==> src/rtl/lifo_pkg.sv <==
// Package: shared types for the shift-register LIFO.
// Assumes: one operation per cycle, decided from push/pop and the flags.
package lifo_pkg;

    // Resolved per-cycle action of the whole register column
    typedef enum logic [2:0] {
        OP_HOLD  = 3'd0,   // nothing moves
        OP_PUSH  = 3'd1,   // load top, shift all entries deeper
        OP_POP   = 3'd2,   // shift all entries up, clear bottom
        OP_SWAP  = 3'd3,   // replace top only
        OP_OVF   = 3'd4,   // rejected push, nothing moves
        OP_UNF   = 3'd5    // rejected pop, nothing moves
    } lifo_op_t;

endpackage

==> src/rtl/lifo_op_decode.sv <==
// Module: lifo_op_decode
// Turns the raw push/pop requests and the current fill state into one
// resolved operation for the register column and the counter.
// Assumes: is_empty and is_full are never both high.
module lifo_op_decode
    import lifo_pkg::*;
(
    input  logic     push,
    input  logic     pop,
    input  logic     is_empty,
    input  logic     is_full,
    output lifo_op_t op
);

    // Priority: simultaneous request first, then single requests
    always_comb begin
        op = OP_HOLD;
        if (push && pop) begin
            op = is_empty ? OP_PUSH : OP_SWAP;
        end else if (push) begin
            op = is_full ? OP_OVF : OP_PUSH;
        end else if (pop) begin
            op = is_empty ? OP_UNF : OP_POP;
        end
    end

endmodule

==> src/rtl/lifo_stage.sv <==
// Module: lifo_stage
// One byte register of the column. On a push it loads the value handed
// down from above (the input byte for the top stage); on a pop it loads
// the value from below (zero for the bottom stage); on a swap only the
// top stage loads the input byte.
// Assumes: the caller wires push_src / pop_src to the correct neighbours.
module lifo_stage
    import lifo_pkg::*;
#(
    parameter int DATA_W = 8,
    parameter bit IS_TOP = 1'b0
) (
    input  logic              clk,
    input  logic              rst_n,
    input  lifo_op_t          op,
    input  logic [DATA_W-1:0] push_src,
    input  logic [DATA_W-1:0] pop_src,
    output logic [DATA_W-1:0] q
);

    logic [DATA_W-1:0] q_next;

    // Select the next contents of this stage from the resolved operation
    always_comb begin
        q_next = q;
        case (op)
            OP_PUSH: q_next = push_src;
            OP_POP:  q_next = pop_src;
            OP_SWAP: if (IS_TOP) q_next = push_src;
            default: q_next = q;
        endcase
    end

    // Stage register with synchronous active-low clear
    always_ff @(posedge clk) begin
        if (!rst_n) q <= '0;
        else        q <= q_next;
    end

endmodule

==> src/rtl/lifo_occupancy.sv <==
// Module: lifo_occupancy
// Tracks how many entries the column holds, derives the full and empty
// flags, and registers the one-cycle overflow and underflow pulses.
// Assumes: op was resolved against the flags this module produces.
module lifo_occupancy
    import lifo_pkg::*;
#(
    parameter int DEPTH = 5,
    parameter int CNT_W = $clog2(DEPTH + 1)
) (
    input  logic             clk,
    input  logic             rst_n,
    input  lifo_op_t         op,
    output logic [CNT_W-1:0] count,
    output logic             is_empty,
    output logic             is_full,
    output logic             ovf_pulse,
    output logic             unf_pulse
);

    localparam logic [CNT_W-1:0] CNT_MAX = CNT_W'(DEPTH);

    // Entry counter: up on push, down on pop, held otherwise
    always_ff @(posedge clk) begin
        if (!rst_n) begin
            count <= '0;
        end else begin
            case (op)
                OP_PUSH: count <= count + 1'b1;
                OP_POP:  count <= count - 1'b1;
                default: count <= count;
            endcase
        end
    end

    // Error pulses, high for the cycle after a rejected request
    always_ff @(posedge clk) begin
        if (!rst_n) begin
            ovf_pulse <= 1'b0;
            unf_pulse <= 1'b0;
        end else begin
            ovf_pulse <= (op == OP_OVF);
            unf_pulse <= (op == OP_UNF);
        end
    end

    // Fill flags straight from the count
    always_comb begin
        is_empty = (count == '0);
        is_full  = (count == CNT_MAX);
    end

endmodule

==> src/rtl/shift_lifo.sv <==
// Module: shift_lifo (top)
// Last-in-first-out byte store built from a chain of DEPTH registers in
// which data moves instead of a pointer. Stage 0 is always the top and
// drives data_o combinationally.
// Assumes: requests are synchronous to clk; the reset is synchronous.
module shift_lifo
    import lifo_pkg::*;
#(
    parameter int DATA_W = 8,
    parameter int DEPTH  = 5,
    parameter int CNT_W  = $clog2(DEPTH + 1)
) (
    input  logic              clk,
    input  logic              rst_n,
    input  logic              push_i,
    input  logic              pop_i,
    input  logic [DATA_W-1:0] data_i,
    output logic [DATA_W-1:0] data_o,
    output logic              full_o,
    output logic              empty_o,
    output logic [CNT_W-1:0]  count_o,
    output logic              overflow_o,
    output logic              underflow_o
);

    lifo_op_t          op;
    logic              is_empty;
    logic              is_full;
    logic [DATA_W-1:0] stage_q [DEPTH];

    lifo_op_decode u_decode (
        .push     (push_i),
        .pop      (pop_i),
        .is_empty (is_empty),
        .is_full  (is_full),
        .op       (op)
    );

    lifo_occupancy #(
        .DEPTH (DEPTH),
        .CNT_W (CNT_W)
    ) u_occ (
        .clk       (clk),
        .rst_n     (rst_n),
        .op        (op),
        .count     (count_o),
        .is_empty  (is_empty),
        .is_full   (is_full),
        .ovf_pulse (overflow_o),
        .unf_pulse (underflow_o)
    );

    // Register column: each stage sees its upper and lower neighbour
    for (genvar k = 0; k < DEPTH; k++) begin : g_stage
        logic [DATA_W-1:0] from_above;
        logic [DATA_W-1:0] from_below;

        if (k == 0) begin : g_top_src
            assign from_above = data_i;
        end else begin : g_mid_src
            assign from_above = stage_q[k-1];
        end

        if (k == DEPTH - 1) begin : g_bot_src
            assign from_below = '0;
        end else begin : g_up_src
            assign from_below = stage_q[k+1];
        end

        lifo_stage #(
            .DATA_W (DATA_W),
            .IS_TOP (k == 0)
        ) u_stage (
            .clk      (clk),
            .rst_n    (rst_n),
            .op       (op),
            .push_src (from_above),
            .pop_src  (from_below),
            .q        (stage_q[k])
        );
    end

    // Outputs: top register and flags
    always_comb begin
        data_o  = stage_q[0];
        full_o  = is_full;
        empty_o = is_empty;
    end

endmodule

==> config.mk <==
export PLATFORM = sky130hd
export DESIGN_NAME = shift_lifo
export DESIGN_NICKNAME = d
export VERILOG_FILES = /design/src/rtl/lifo_pkg.sv /design/src/rtl/lifo_op_decode.sv /design/src/rtl/lifo_stage.sv /design/src/rtl/lifo_occupancy.sv /design/src/rtl/shift_lifo.sv
export SDC_FILE = /design/constraint.sdc
export NUM_CORES = 1
export LEC_CHECK = 0
export BUFFER_PORTS_ARGS = -buffer_cell sky130_fd_sc_hd__buf_2
export CORE_MARGIN = 2
export CORE_UTILIZATION = 36
export DETAILED_ROUTE_END_ITERATION = 10
export GPL_TIMING_DRIVEN = 1
export PLACE_DENSITY = 0.61
export SYNTH_ARGS = -nofsm -noshare
export SYNTH_HDL_FRONTEND = slang
export SYNTH_SLANG_ARGS = --single-unit
==> constraint.sdc <==
create_clock -name clk -period 2.05 [get_ports clk]
set_input_delay 0 -clock clk [delete_from_list [all_inputs] [get_ports clk]]
set_output_delay 0 -clock clk [all_outputs]
set_load 0.02 [all_outputs]
# After elaboration in Yosys (flattened, before gate mapping)

Index checks and enable logic that the tools add are counted.

Register bits after elaboration: 45
Input port bits: 12
Output and inout port bits: 15
Logic and storage cells: 33

$add $sub $neg: 2
Equality and inequality tests: 6
Mux-type cells: 12
Reduce and logical (&&, ||, !) cells: 5

Operators by type and width:

| cell                                                               | count |
|---|---|
| 8-bit case mux with 2 select lines                                 | 5 |
| 3-bit 2-to-1 mux                                                   | 5 |
| 3-bit == test, second input constant                               | 3 |
| 3-bit by 2-bit == test with 1-bit output, second input constant    | 2 |
| 3-bit case mux with 2 select lines                                 | 1 |
| 2-bit nonzero test                                                 | 2 |
| 3-bit by 1-bit adder with 3-bit output, second input constant      | 1 |
| 3-bit by 1-bit == test with 1-bit output, second input constant    | 1 |
| 3-bit zero test                                                    | 1 |
| 3-bit by 1-bit subtractor with 3-bit output, second input constant | 1 |
| 2-bit 2-to-1 mux                                                   | 1 |
| 2-bit OR reduction                                                 | 1 |
| 1-bit logical AND                                                  | 1 |

# Logic depth before layout (Yosys ltp)

Depth in word-level cells: 8
Gate-level depth with buffers: 10
Depth with buffers taken out: 8

# Modules after synthesis

Synthesis repeated with hierarchy kept, for this count alone.

Cell total of the unflattened synthesis: 232
Area, all modules: 2394.8 um^2

Modules (own cells, without submodules):

| module                              | times used | cells an instance | area each (um^2) | sequential area each (um^2) |
|---|---|---|---|---|
| lifo_stage (g_stage[1].u_stage ...) | 4          | 40                | 415.4            | 160.2 |
| lifo_stage (g_stage[0].u_stage)     | 1          | 37                | 429.2            | 160.2 |
| lifo_occupancy                      | 1          | 27                | 266.5            | 100.1 |
| lifo_op_decode                      | 1          | 7                 | 33.8             | 0.0 |
| shift_lifo                          | 1          | 1                 | 3.8              | 0.0 |

# Least setup slack after synthesis

No wires, ideal clock.

Path type: register to register
Start point: reg u_occ.count[2]
End point: reg u_occ.count[2]
Setup time: 0.147 ns
Arrival: 1.999 ns
Data required time: 1.903 ns
Path slack: -0.096 ns
Stages on the path, launching flop included: 11
Path buffers: 2
Period minus slack after synthesis: 2.146 ns
Path through: dfxtp_1 buf_4 nor3_4 nand2b_2 buf_2 xnor2_1 ha_1 nand3b_1 o21ai_0 a221oi_1 a211oi_1

Longest elaborated chain between the ends: 7

RTL lines:

| what                                                                                                        | line                 | text |
|---|---|---|
| start, declared                                                                                             | lifo_occupancy.sv:14 | `output logic [CNT_W-1:0] count,` |
| start signal, assigned                                                                                      | lifo_occupancy.sv:29 | `OP_PUSH: count <= count + 1'b1;` |
| start signal, assigned                                                                                      | lifo_occupancy.sv:30 | `OP_POP: count <= count - 1'b1;` |
| start signal, assigned                                                                                      | lifo_occupancy.sv:31 | `default: count <= count;` |
| 3-bit zero test (*)                                                                                         | lifo_occupancy.sv:49 | `is_empty = (count == '0);` |
| via empty_o                                                                                                 | shift_lifo.sv:20     | `output logic empty_o,` |
| 3-bit 2-to-1 mux                                                                                            | lifo_op_decode.sv:23 | `op = is_empty ? OP_UNF : OP_POP;` |
| 3-bit 2-to-1 mux                                                                                            | lifo_op_decode.sv:22 | `end else if (pop) begin` |
| 3-bit 2-to-1 mux                                                                                            | lifo_op_decode.sv:20 | `end else if (push) begin` |
| 3-bit 2-to-1 mux (*)                                                                                        | lifo_op_decode.sv:18 | `if (push && pop) begin` |
| 3-bit by 2-bit == test with 1-bit output / 3-bit by 1-bit == test with 1-bit output (equally long branches) | lifo_occupancy.sv:28 | `case (op)` |
| 3-bit case mux with 2 select lines / 2-bit nonzero test (equally long branches)                             | --                   |  |

Mark *: on every way through the listed nets, which the timed path passes. The rest lies on a longest branch.
A chain may end at the register's enable or synchronous reset.

# Final worst setup path

Start point: reg u_occ.count[2]
End point: reg u_occ.count[1]

Longest elaborated chain between the ends: 7

RTL lines:

| what                                                                                                        | line |
|---|---|
| 3-bit zero test                                                                                             | lifo_occupancy.sv:49 |
| 3-bit 2-to-1 mux                                                                                            | lifo_op_decode.sv:23 |
| 3-bit 2-to-1 mux                                                                                            | lifo_op_decode.sv:22 |
| 3-bit 2-to-1 mux                                                                                            | lifo_op_decode.sv:20 |
| 3-bit 2-to-1 mux (*)                                                                                        | lifo_op_decode.sv:18 |
| 3-bit by 2-bit == test with 1-bit output / 3-bit by 1-bit == test with 1-bit output (equally long branches) | lifo_occupancy.sv:28 |
| 3-bit case mux with 2 select lines / 2-bit nonzero test (equally long branches)                             | -- |

Every way passes the cells marked *; elsewhere a longest branch is shown, timed or not.

==> results.toml <==
[floorplan]
core-area_sq_mm = 0.00551
die_h_microns = 79.5
ioPinCount = 27
die-area_sq_mm = 0.00632
die_w_microns = 79.5
start_util_pct = 37.2
std_cell_rows = 27

[synthesis]
synth-compound-area-share_pct = 25.0
ys_seq_area_share_pct = 43.9
synth-simple-area-share_pct = 18.3
synth_edf_count = 0
synth_adder_area_share_pct = 0.610
synth_cell_type_count = 38
syn_nets = 263
synth-main-ff-cell = "dfxtp_1"
ys_seq_elements = 45
synthesis.area_sq_mm = 0.00205
synthXorXnorAreaFrac_pct = 0.427
synth.area.mux_share_pct = 4.94
async_flop_share_pct = 0
syn_inst = 250
yosys_warnings = 0
synth.avg_cell_area_sq_um = 8.20
synth_top_family_by_area = "compound AO/OA/AOI/OAI gates"

[run]
cap_violations = 0

[cells_and_area]
synthToLayoutAreaGrowth_pct = 16.1
final_cells = 347
diodes = 0
num-nets-final = 287
drive_gt1_share_pct = 20.0

[min_path]
hp-class = "input port to register"
holdPathStages = 3
whs_endpoint = "g_stage[0].u_stage.q[0]"
holdCritStartpoint = "data_i[0]"

[clock_network]
htreeDepth = 2
cts.sinks = 45
cts.path.max_buffers = 2
clk_latency_ns = 0.31
path_clk_slew_ns = 0.09
cts-root-buf = "clkbuf_8"
cts_tree = "done"
post_cts_buffers = 0
cts_buffers = 5

[critical_path]
endpoint_kind = "register"
arrival_ns = 1.94
critPathLaunchType = "register"
worstPathRequired_ns = 2.26
rr_worst_depth = 7
worst_path_largest_cell_delay_ns = 0.41
slowest_stage = "dfxtp_4"
worst-setup-path-type = "register to register"
path_cells = "nor3_4 > nand2b_4 > xnor2_2 > ha_2 > nand2_1 > a221oi_2 > o221a_2"
rrSetupSlack_ns = 0.31
critPathMaxFanout = 11
r2r_end = "u_occ.count[1]"
r2r-start = "u_occ.count[2]"

[global_route]
antenna_found_initial = 0
grt_pass1_vias = 1712
grt_usage_pct = 15.2
overflow = 0
grt_pass1_wl_mm = 7.61
grt_max_degree = 50

[route]
dr.pass1.iters = 4
vias = 1803
route.detailed.drc = 0
routed_wl_mm = 4.42
drtIter0Drc = 118
viasPerCell = 5.20
ant_nets = 0
wire_per_inst_microns = 12.7

[run_status]
status = "finished, final reports clean"

[timing]
slew_viol_final = 0
min_period_ns = 1.74
period_share_pct = 84.7
hold_viol = 0
rsz0062_at_grt = "false"
fin_hold_ws_ns = 0.00912
clock_skew_ns = 0.00697
timing.slew.headroom_pct = 63.2
finalSetupViolations = 0
max_freq_ghz = 0.576
worstMarginPinSlew_ns = 0.552

[pwr]
clkPwrFrac_pct = 32.1
pwr-share-seq_pct = 48.7
p_sw_share_pct = 29.5
p_leak_nw = 0.878
combPwrFrac_pct = 19.3
p_per_area_mw_per_mm2 = 864
ir_worst_vdd_uv = 519
internal-power_w = 0.00145
p_switching_w = 0.000608

[place]
post-place-cells = 334
place_congestion = 0.835
dp_hpwl_mm = 2.72
io_buffers = 26
## metal layers
| metal | up-vias | track usage (%) | wire length [microns] |
|---|---|---|---|
| li1 | 927 | - | - |
| met1 | 843 | 19.6 | 2150 |
| met2 | 25 | 23.8 | 2060 |
| met3 | 8 | 3.39 | 127 |
| met4 | 0 | 7.76 | 91 |
| met5 | - | 0 | 0 |
## sequential cells by signal (all words and copies together), names as in the netlist
| name | cells |
|---|---|
| u_occ.count | 3 |
| u_occ.ovf_pulse | 1 |
| g_stage.u_stage.q | 40 |
| u_occ.unf_pulse | 1 |
## final cells by class
type / count / area [sq um]
clock buffer: 7 / 108
clock inverter: 1 / 7.51
fill: 557 / 3130
inverter: 2 / 7.51
multi-input combinational: 183 / 1040
sequential: 45 / 905
tap: 72 / 90.1
timing repair buffer: 37 / 225
## stage by stage
| stage | TNS (ns) | worst slack, ns | utilization [%] | cell area [sq um] | total power [W] |
|---|---|---|---|---|---|
| after floorplan | -0.00133 | -0.00133 | - | 2100 | 0.00134 |
| after global placement | 0 | 0.366 | 40.2 | 2220 | 0.00141 |
| after detailed placement | 0 | 0.325 | 40.2 | 2220 | 0.00141 |
| after CTS | 0 | 0.294 | 43.2 | 2380 | 0.00208 |
| after global routing | 0 | 0.134 | 43.2 | 2380 | 0.00217 |
| final | 0 | 0.314 | 43.2 | 2380 | 0.00206 |
## worst max-delay path by stage
stage	from	slack (ns)	endpoint
after floorplan	u_occ.count[2]	-0.001	u_occ.count[1]
after global placement	u_occ.count[2]	0.37	g_stage[4].u_stage.q[1]
after detailed placement	u_occ.count[2]	0.32	g_stage[4].u_stage.q[1]
after CTS	u_occ.count[2]	0.29	g_stage[4].u_stage.q[1]
after global routing	u_occ.count[2]	0.13	g_stage[4].u_stage.q[5]
final	u_occ.count[2]	0.31	u_occ.count[1]
## synthesized netlist by cell type, types with 2 or more instances
cell type / count / area share (%)
o21ai_0: 33 / 8.1
o21a_1: 2 / 0.73
nor2_1: 3 / 0.55
buf_6: 6 / 3.3
mux2i_1: 9 / 4.4
a221oi_1: 2 / 0.85
nor2b_1: 4 / 1.2
clkbuf_1: 7 / 1.3
dfxtp_1: 45 / 44
buf_2: 5 / 1.2
a21oi_1: 16 / 3.9
a31oi_1: 24 / 7.3
nand2_1: 67 / 12
inv_1: 2 / 0.37
and3_1: 2 / 0.61
## power by group through the flow
stage	clock, W	combinational (W)	sequential [W]
6_report	0.000660	0.000397	0.00100
5_1_grt	0.000716	0.000444	0.00101
4_1_cts	0.000680	0.000401	0.00100
3_5_place_dp	0	0.000392	0.00102
3_3_place_gp	0	0.000390	0.00102
2_1_floorplan	0	0.000303	0.00103
## cell usage in the layout, fill, tap and decap left out, drive strengths merged
cell type,instances
nand2,67
dfxtp,45
o21ai,35
buf,32
a31oi,24
a21oi,16
mux2i,9
clkbuf,7
dlygate4sd3,5
nor2b,4
nor2,4
nand2b,3
inv,2
and3,2
a221oi,2
o21a,2
nor3,2
and2,1
xnor2,1
a32oi,1
a32o,1
nand3b,1
o31ai,1
a211oi,1
a31o,1
mux2,1
nand3,1
o221a,1
a311oi,1
ha,1
clkinvlp,1
## worst max-delay path: cells and delay by family (launching register included)
family	cells	cell delay, ns
compound gates	2	0.32
flops	1	0.41
simple gates	3	0.50
fa+ha+maj	1	0.29
xor+xnor	1	0.11
## repair_timing
action | 4_1_cts | 5_1_grt
hold endpoints to repair | 5 | 0
resized for setup | 0 | 0
hold buffers | 5 | 0
endpoints found under the setup margin | 0 | 0
## cells by family (layout without fill, tap and decap cells)
group | count (synthesis) | in the layout
flip-flops | 45 | 45
XOR/XNOR | 1 | 1
AND/OR/NAND/NOR | 85 | 85
adder cells (fa/ha/maj) | 1 | 1
AO/OA/AOI/OAI | 86 | 86
multiplexers | 10 | 10
buffers and inverters | 22 | 47
Note: power is estimated with default switching activity, not from simulation.
